$ cat src/rtl/cla_pkg.sv
package cla_pkg;
  parameter int unsigned DEF_WIDTH   = 16;
  parameter int unsigned DEF_GROUP_W = 4;
endpackage

$ cat src/rtl/cla_gp_cell.sv
module cla_gp_cell #(
  parameter int unsigned WIDTH = 16
) (
  input  logic [WIDTH-1:0] x,
  input  logic [WIDTH-1:0] y,
  output logic [WIDTH-1:0] gen,
  output logic [WIDTH-1:0] prop
);
  for (genvar i = 0; i < WIDTH; i++) begin : g_bit
    assign gen[i]  = x[i] & y[i];
    assign prop[i] = x[i] ^ y[i];
  end
endmodule

$ cat src/rtl/cla_lookahead.sv
// Closed-form lookahead over N generate/propagate pairs.
// carries[j] is the carry into position j; carries[N] is the carry out.
module cla_lookahead #(
  parameter int unsigned N = 4
) (
  input  logic [N-1:0] gen,
  input  logic [N-1:0] prop,
  input  logic         cin,
  output logic [N:0]   carries,
  output logic         blk_gen,
  output logic         blk_prop
);
  // Group terms depend on gen/prop only.
  always_comb begin
    logic acc;
    logic term;
    acc = 1'b0;
    for (int k = 0; k < int'(N); k++) begin
      term = gen[k];
      for (int m = k + 1; m < int'(N); m++) term = term & prop[m];
      acc = acc | term;
    end
    blk_gen  = acc;
    blk_prop = &prop;
  end

  // Every carry is a sum of products of gen, prop and cin: no chain.
  always_comb begin
    logic acc;
    logic term;
    logic pall;
    carries[0] = cin;
    for (int j = 1; j <= int'(N); j++) begin
      acc  = 1'b0;
      for (int k = 0; k < j; k++) begin
        term = gen[k];
        for (int m = k + 1; m < j; m++) term = term & prop[m];
        acc = acc | term;
      end
      pall = cin;
      for (int m = 0; m < j; m++) pall = pall & prop[m];
      carries[j] = acc | pall;
    end
  end
endmodule

$ cat src/rtl/addsub_cla16.sv
module addsub_cla16
  import cla_pkg::*;
#(
  parameter int unsigned WIDTH   = DEF_WIDTH,
  parameter int unsigned GROUP_W = DEF_GROUP_W
) (
  input  logic [WIDTH-1:0] op_a,
  input  logic [WIDTH-1:0] op_b,
  input  logic             sub_en,
  output logic [WIDTH-1:0] result,
  output logic             carry_out,
  output logic             ovf
);
  localparam int unsigned NGRP = WIDTH / GROUP_W;

  logic [WIDTH-1:0] b_eff;
  logic [WIDTH-1:0] bit_g, bit_p;
  logic [WIDTH-1:0] bit_c;
  logic [NGRP-1:0]  grp_g, grp_p, grp_cout;
  logic [NGRP:0]    grp_carry;
  logic             top_g, top_p;

  assign b_eff = op_b ^ {WIDTH{sub_en}};

  cla_gp_cell #(.WIDTH(WIDTH)) u_gp (
    .x(op_a), .y(b_eff), .gen(bit_g), .prop(bit_p)
  );

  for (genvar k = 0; k < int'(NGRP); k++) begin : g_grp
    logic [GROUP_W:0] c_loc;
    cla_lookahead #(.N(GROUP_W)) u_la (
      .gen     (bit_g[k*GROUP_W +: GROUP_W]),
      .prop    (bit_p[k*GROUP_W +: GROUP_W]),
      .cin     (grp_carry[k]),
      .carries (c_loc),
      .blk_gen (grp_g[k]),
      .blk_prop(grp_p[k])
    );
    assign bit_c[k*GROUP_W +: GROUP_W] = c_loc[GROUP_W-1:0];
    assign grp_cout[k] = c_loc[GROUP_W];
  end

  cla_lookahead #(.N(NGRP)) u_blk (
    .gen     (grp_g),
    .prop    (grp_p),
    .cin     (sub_en),
    .carries (grp_carry),
    .blk_gen (top_g),
    .blk_prop(top_p)
  );

  assign result    = bit_p ^ bit_c;
  assign carry_out = grp_carry[NGRP];
  assign ovf       = bit_c[WIDTH-1] ^ grp_carry[NGRP];
endmodule

$ cat config.mk
export PLATFORM = sky130hd
export DESIGN_NAME = addsub_cla16
export DESIGN_NICKNAME = d
export VERILOG_FILES = /design/src/rtl/cla_pkg.sv /design/src/rtl/cla_gp_cell.sv /design/src/rtl/cla_lookahead.sv /design/src/rtl/addsub_cla16.sv
export SDC_FILE = /design/constraint.sdc
export NUM_CORES = 1
export LEC_CHECK = 0
export ABC_CLOCK_PERIOD_IN_PS = 9850
export BUFFER_PORTS_ARGS = -buffer_cell sky130_fd_sc_hd__clkbuf_2
export CAP_MARGIN = 15
export CORE_UTILIZATION = 40
export DETAILED_ROUTE_END_ITERATION = 10
export GPL_TIMING_DRIVEN = 0
export PLACE_DENSITY = 0.84
export SETUP_SLACK_MARGIN = 0.4
export SYNTH_ARGS = -nofsm -noshare
export SYNTH_HDL_FRONTEND = slang
export SYNTH_SLANG_ARGS = --single-unit
$ cat constraint.sdc
create_clock -name vclk -period 9.85
set_input_delay 0.985 -clock vclk [all_inputs]
set_output_delay 0.985 -clock vclk [all_outputs]
set_load 0.1 [all_outputs]
==> impl_metrics.py, run 1 <==
metrics = {
    "status": {
        "status": "complete, no violations",
    },
    "logic_synthesis": {
        "post_synth_fa_ha_maj_area_fraction_pct": 33.2,
        "synth-simple-area-share_pct": 16.2,
        "synth_warnings": 0,
        "synth_cell_type_count": 30,
        "synth_compound_area_share_pct": 18.7,
        "synth_xor_xnor_area_share_pct": 23.4,
        "synth-seq-area-share_pct": 0,
        "main_combinational_cell_family_by_area_after_synthesis": "adder cells",
        "synth_fp_nets": 176,
        "yosys-mux-area-fraction_pct": 2.28,
        "synthesis.instances": 120,
        "synthesis.area_per_instance_um2": 7.79,
        "synth_area_um2": 935,
    },
    "placed_design": {
        "io_buffers": 51,
        "gp_congestion": 0.780,
        "dp.final_hpwl_um": 1770,
    },
    "die": {
        "die_area_mm2": 0.00253,
        "start_util_pct": 42.3,
        "io_pins": 51,
        "placeableCoreArea_mm2": 0.00221,
        "chipWidth_um": 50.3,
        "die_y_um": 50.3,
        "fp-row-count": 17,
    },
    "setup_path": {
        "critical_path_class": "in -> out",
        "cp-start-kind": "primary input",
        "critPathArrivalTime_ns": 4.53,
        "worstPathRequired_ns": 8.87,
        "worst_setup_path_startpoint": "sub_en",
        "worstPathMaxFanout": 10,
        "endpoint_kind": "primary output",
    },
    "finish": {
        "nFillCells": 227,
        "sequential_cell_area_um2": 0,
        "antenna_cells_inserted": 0,
        "layout.clock_buffers": 0,
        "mostFrequentLayoutCell": "clkbuf_2",
        "leading_cell_types_in_the_layout_fill_and_taps_excluded": "clkbuf_2 (51), ha_1 (20), xor2_1 (16)",
        "layout-drive-gt1-share_pct": 33.3,
        "finish.net_count": 229,
        "layout-area-overhead-vs-synth_pct": 31.1,
        "numSequentialCells": 0,
    },
    "grt": {
        "grt_antenna_before_repair": 0,
        "grt_first_pass_wirelength_um": 3470,
        "grt_start_max_net_pins": 11,
        "first_global_vias": 883,
        "grt_remaining_overflow": 0,
        "grt_use_total_pct": 16.7,
    },
    "power_and_ir_drop": {
        "ir_drop_uv": 141,
        "powerDensity_mw_per_mm2": 221,
        "total_leakage_power_nw": 0.663,
    },
    "timing": {
        "hold_violations": 0,
        "tightest_slew_ns": 0.544,
        "layout_worst_path_cycle_share_pct": 56.0,
        "finalSetupTns_ns": 0,
        "finalHoldWorstSlack_ns": 2.63,
        "fmax_mhz": 181,
        "timing.max_slew.rel_slack_pct": 63.9,
        "rsz0062_at_grt": "no",
        "maxSlewViolCount": 0,
        "fin_crit_ns": 5.51,
        "finalSetupViolations": 0,
    },
    "cts": {
        "post-cts-setup-buffers": 0,
        "post_cts_resized": 0,
        "cts_hold_buffers": 0,
    },
    "hold_path": {
        "hp-class": "in -> out",
        "min-delay-start": "sub_en",
    },
    "routing": {
        "firstDrtPassIters": 3,
        "antenna_violating_nets_post_route": 0,
        "vias": 973,
        "post-route-drc-count": 0,
        "wirelength_um": 1940,
        "routed_wire_length_per_instance_um": 9.76,
        "detail_route.vias_per_cell": 4.89,
        "detail_route.iter0.violations": 9,
    },
    "job": {
        "cap_violations": 0,
    },
}
## metal layers
layer	vias up	part of all wire, %	track usage, %
li1	520	-	-
met1	431	44	20.8
met2	22	52	33.3
met3	0	3.7	0
met4	0	0	0
met5	-	0	0
## worst max-delay path, cell delays in order
cell and delay [ns]:
clkbuf_2 0.09, buf_4 0.18, buf_2 0.32, xor2_1 0.20
ha_1 0.30, a21oi_1 0.15, o21ai_1 0.10, a22oi_1 0.32
nor2b_1 0.31, inv_1 0.08, ha_1 0.22, o211ai_1 0.21
and2_1 0.23, nor4_1 0.08, a221oi_2 0.26, o31ai_1 0.10
clkbuf_2 0.38
## kinds of logic (layout without fill, tap and decap cells)
group           Yosys count  in the layout
xor+xnor                 25             25
buf+inv                  14             65
fa+ha+maj                23             23
simple gates             30             30
mux                       2              2
compound gates           26             26
## report_power, final
group	leakage (nW)	internal, W	switching [W]
logic	0.663	0.0000542	0.000217
clock network	0	0	0
registers	0	0	0
## per-stage QoR
| stage | total power [W] | instances | utilization, % | setup slack [ns] | instance area [um^2] |
|---|---|---|---|---|---|
| detailed placement | 0.000272 | 199 | 55.4 | 4.35 | 1220 |
| CTS | 0.000272 | 199 | 55.4 | 4.34 | 1220 |
| floorplan | 0.000234 | 120 | - | 3.43 | 935 |
| finish | 0.000271 | 199 | 55.4 | 4.34 | 1220 |
| global placement | 0.000269 | 199 | 55.4 | 4.36 | 1220 |
| global route | 0.000285 | 199 | 55.4 | 4.06 | 1220 |
## cell type report
class / instances / area (um^2) / share of cell area (%)
inverter: 12 / 45.0 / 3.68
multi-input combinational: 106 / 877 / 71.6
buffer: 2 / 12.5 / 1.02
timing repair buffer: 51 / 255 / 20.8
tap: 28 / 35.0 / 2.86
## final timing paths
check,to,slack (ns),depth (start not counted)
worst min-delay path,result[0],2.63,3
worst max-delay path,ovf,4.34,17
## cells in the mapped netlist, drive strengths merged
| master | number | share of area, % |
|---|---|---|
| mux2i | 1 | 1.1 |
| a21boi | 1 | 0.80 |
| inv | 12 | 4.8 |
| nor2 | 13 | 5.2 |
| o21a | 7 | 5.6 |
| o211ai | 1 | 0.80 |
| a211oi | 1 | 0.80 |
| ha | 20 | 27 |
| o21ai | 4 | 2.1 |
| fa | 3 | 6.4 |
| nand2 | 4 | 1.6 |
| nand4 | 3 | 2.0 |
| a22oi | 1 | 0.80 |
| nor4 | 2 | 2.0 |
| o31ai | 1 | 0.80 |
| xor2 | 16 | 15 |
| or2 | 2 | 1.3 |
| and2 | 1 | 0.67 |
| nand3 | 1 | 1.1 |
| nor2b | 1 | 0.67 |
| a221oi | 1 | 1.6 |
| xnor2 | 9 | 8.4 |
| nor3 | 3 | 1.6 |
| buf | 2 | 1.3 |
| a21oi | 7 | 3.7 |
| mux2 | 1 | 1.2 |
| o21bai | 2 | 1.6 |
Power figures use the tool's default switching activity.
==> run 2, diff against run 1 <==
--- a/config.mk
+++ b/config.mk
@@ -5,13 +5,14 @@
 export SDC_FILE = /design/constraint.sdc
 export NUM_CORES = 1
 export LEC_CHECK = 0
-export ABC_CLOCK_PERIOD_IN_PS = 9850
+export ABC_AREA = 1
+export ABC_CLOCK_PERIOD_IN_PS = 4700
 export BUFFER_PORTS_ARGS = -buffer_cell sky130_fd_sc_hd__clkbuf_2
 export CAP_MARGIN = 15
 export CORE_UTILIZATION = 40
 export DETAILED_ROUTE_END_ITERATION = 10
 export GPL_TIMING_DRIVEN = 0
-export PLACE_DENSITY = 0.84
+export PLACE_DENSITY = 0.87
 export SETUP_SLACK_MARGIN = 0.4
 export SYNTH_ARGS = -nofsm -noshare
 export SYNTH_HDL_FRONTEND = slang
==> constraint.sdc (replaced) <==
create_clock -name vclk -period 4.7
set_input_delay 0.47 -clock vclk [all_inputs]
set_output_delay 0.47 -clock vclk [all_outputs]
set_load 0.1 [all_outputs]
==> run 2 against run 1 <==
Die area is 0.14% lower. Via count down 4.1%. Sequential share of layout area stayed put. Combinational power rose by 110%. Non-clock buffer count unchanged. Critical path depth is 2 higher. Utilization fell by 0.057 points. Final cell count increased by 4.0%.
==> impl_metrics.py, run 2 <==
metrics = {
    "timing": {
        "worst_slack_ns": 0.814,
        "timing.max_slew.rel_slack_pct": 64.1,
        "fmax_mhz": 257,
        "maxSlewViolCount": 0,
        "fin_crit_ns": 3.89,
        "layout_worst_path_cycle_share_pct": 82.7,
        "tightest_slew_ns": 0.541,
        "finalSetupTns_ns": 0,
        "rsz0062_at_grt": "no",
        "hold_violations": 0,
        "finalSetupViolations": 0,
    },
    "routing": {
        "firstDrtPassIters": 3,
        "detail_route.vias_per_cell": 4.51,
        "wirelength_um": 1830,
        "detail_route.iter0.violations": 5,
        "routed_wire_length_per_instance_um": 8.83,
        "wl_met1_um": 877,
        "post-route-drc-count": 0,
        "vias": 933,
        "top_signal_layer_used": "met3",
        "met2_wirelength_um": 883,
        "wl_met3_um": 67,
        "antenna_violating_nets_post_route": 0,
    },
    "placed_design": {
        "dp.final_hpwl_um": 1640,
        "io_buffers": 51,
        "place_worst_setup_slack_ns": 0.817,
        "gp_congestion": 0.717,
        "detailed_place.area_mm2": 0.00122,
    },
    "die": {
        "fp-row-count": 17,
        "placeableCoreArea_mm2": 0.00221,
        "die_y_um": 50.3,
        "start_util_pct": 42.2,
        "die_area_mm2": 0.00253,
        "io_pins": 51,
        "chipWidth_um": 50.3,
    },
    "power_and_ir_drop": {
        "sequentialPowerShare_pct": 0,
        "powerDensity_mw_per_mm2": 471,
        "power_report.internal_total_w": 0.000108,
        "netSwitchingFraction_pct": 81.3,
        "design_power_w": 0.000577,
        "relative_contribution_of_combinational_cells_to_total_power_pct": 100.0,
        "switchingPower_w": 0.000469,
        "total_leakage_power_nw": 0.753,
        "clkPwrFrac_pct": 0,
        "ir_drop_uv": 287,
    },
    "setup_path": {
        "worstPathMaxFanout": 10,
        "worst_path_max_delay_cell": "clkbuf_2",
        "cp-start-kind": "primary input",
        "critPathTopFamily": "buffers and inverters",
        "critPathMostFrequentCell": "nand2_1",
        "worstPathRequired_ns": 4.23,
        "critical_path_class": "in -> out",
        "cp.buffers_inverters": 7,
        "timing.critical_path.cells": "clkbuf_2 -> buf_6 -> buf_2 -> xor2_1 -> ha_1 -> nand2_1 -> inv_1 -> nand2_1 -> nand2_1 -> nand2_1 -> nand2_2 -> nor2_1 -> inv_1 -> ha_1 -> a21oi_1 -> inv_1 -> a21oi_1 -> xnor2_1 -> clkbuf_2",
        "critical-path-max-stage-delay_ns": 0.47,
        "critPathArrivalTime_ns": 3.42,
        "endpoint_kind": "primary output",
    },
    "logic_synthesis": {
        "synth_cell_type_count": 21,
        "synth.top_cells.by_area": "ha_1 (27%), xor2_1 (16%), xnor2_1 (10%), nand2_1 (8.8%), inv_1 (8.4%)",
        "yosys-mux-area-fraction_pct": 1.07,
        "most_common_cell_in_the_netlist": "nand2_1",
        "synth_compound_area_share_pct": 7.64,
        "post_synth_top_cells": "nand2_1 (22), inv_1 (21), ha_1 (20), xor2_1 (17), xnor2_1 (11)",
        "synth_xor_xnor_area_share_pct": 26.3,
        "synth-simple-area-share_pct": 21.6,
        "yosys_top_cell_by_area": "ha_1",
        "synthesis.instances": 128,
        "synth_fp_nets": 184,
        "synth-seq-area-share_pct": 0,
        "synth_area_um2": 933,
        "post_synth_fa_ha_maj_area_fraction_pct": 33.2,
        "synthesis.area_per_instance_um2": 7.29,
        "main_combinational_cell_family_by_area_after_synthesis": "adder cells",
        "synth_warnings": 0,
        "synth_top_cell_area_share_pct": 26.8,
    },
    "grt": {
        "grt_start_max_net_pins": 11,
        "first_global_vias": 798,
        "grt_remaining_overflow": 0,
        "grt_use_total_pct": 14.5,
        "grt_first_pass_wirelength_um": 3020,
        "grt_antenna_before_repair": 0,
    },
    "hold_path": {
        "hp-class": "in -> out",
    },
    "cts": {
        "cts_hold_buffers": 0,
        "post-cts-setup-buffers": 0,
        "post_cts_resized": 0,
    },
    "finish": {
        "antenna_cells_inserted": 0,
        "finish.net_count": 237,
        "post-route-cell-area_mm2": 0.00122,
        "layout-area-overhead-vs-synth_pct": 31.1,
        "numSequentialCells": 0,
        "leading_cell_types_in_the_layout_fill_and_taps_excluded": "clkbuf_2 (51), nand2_1 (22), inv_1 (21)",
        "mostFrequentLayoutCell": "clkbuf_2",
        "sequential_cell_area_um2": 0,
        "layout-drive-gt1-share_pct": 34.6,
        "layout.clock_buffers": 0,
        "nFillCells": 221,
    },
    "status": {
        "status": "complete, no violations",
    },
    "job": {
        "cap_violations": 0,
    },
}
run 2: layout make-up:
type,instances,area [um^2],area share (%)
Buffer,2,16.3,1.33
Inverter,21,78.8,6.44
Multi-Input combinational cell,105,838,68.5
Tap cell,28,35.0,2.86
Timing Repair Buffer,51,255,20.9
run 2: per-stage QoR:
step	std cells	hold slack (ns)	utilization, %
2_1_floorplan	128	1.37	-
3_3_place_gp	207	1.59	55.3
3_5_place_dp	207	1.59	55.3
4_1_cts	207	1.60	55.3
5_1_grt	207	1.63	55.3
6_report	207	1.59	55.3
run 2: cell families after synthesis:
family,count (synthesis)
and+or+nand+nor,41
xor gates and xnor gates,28
adders and majority gates,23
buffers and inverters,23
AOI/OAI and AO/OA,12
muxes,1
run 2: metal layers:
metal	vias up	track usage (%)
met4	0	0
met5	-	0
met3	0	0
li1	503	-
met2	28	26.9
met1	402	19.8
run 2: final timing paths:
check,start,to,slack [ns],depth (start not counted)
max,sub_en,result[11],0.81,19
min,op_a[0],result[1],1.59,4
run 2: power groups by stage:
stage	Combinational, W	Clock [W]	Sequential (W)
CTS	0.000580	0	0
detailed placement	0.000579	0	0
global route	0.000607	0	0
floorplan	0.000501	0	0
finish	0.000577	0	0
global placement	0.000574	0	0
run 2: worst min-delay path, cell delays in order:
cell and delay, ns:
clkbuf_2 0.09, mux2i_1 0.08, xnor2_1 0.12, clkbuf_2 0.36
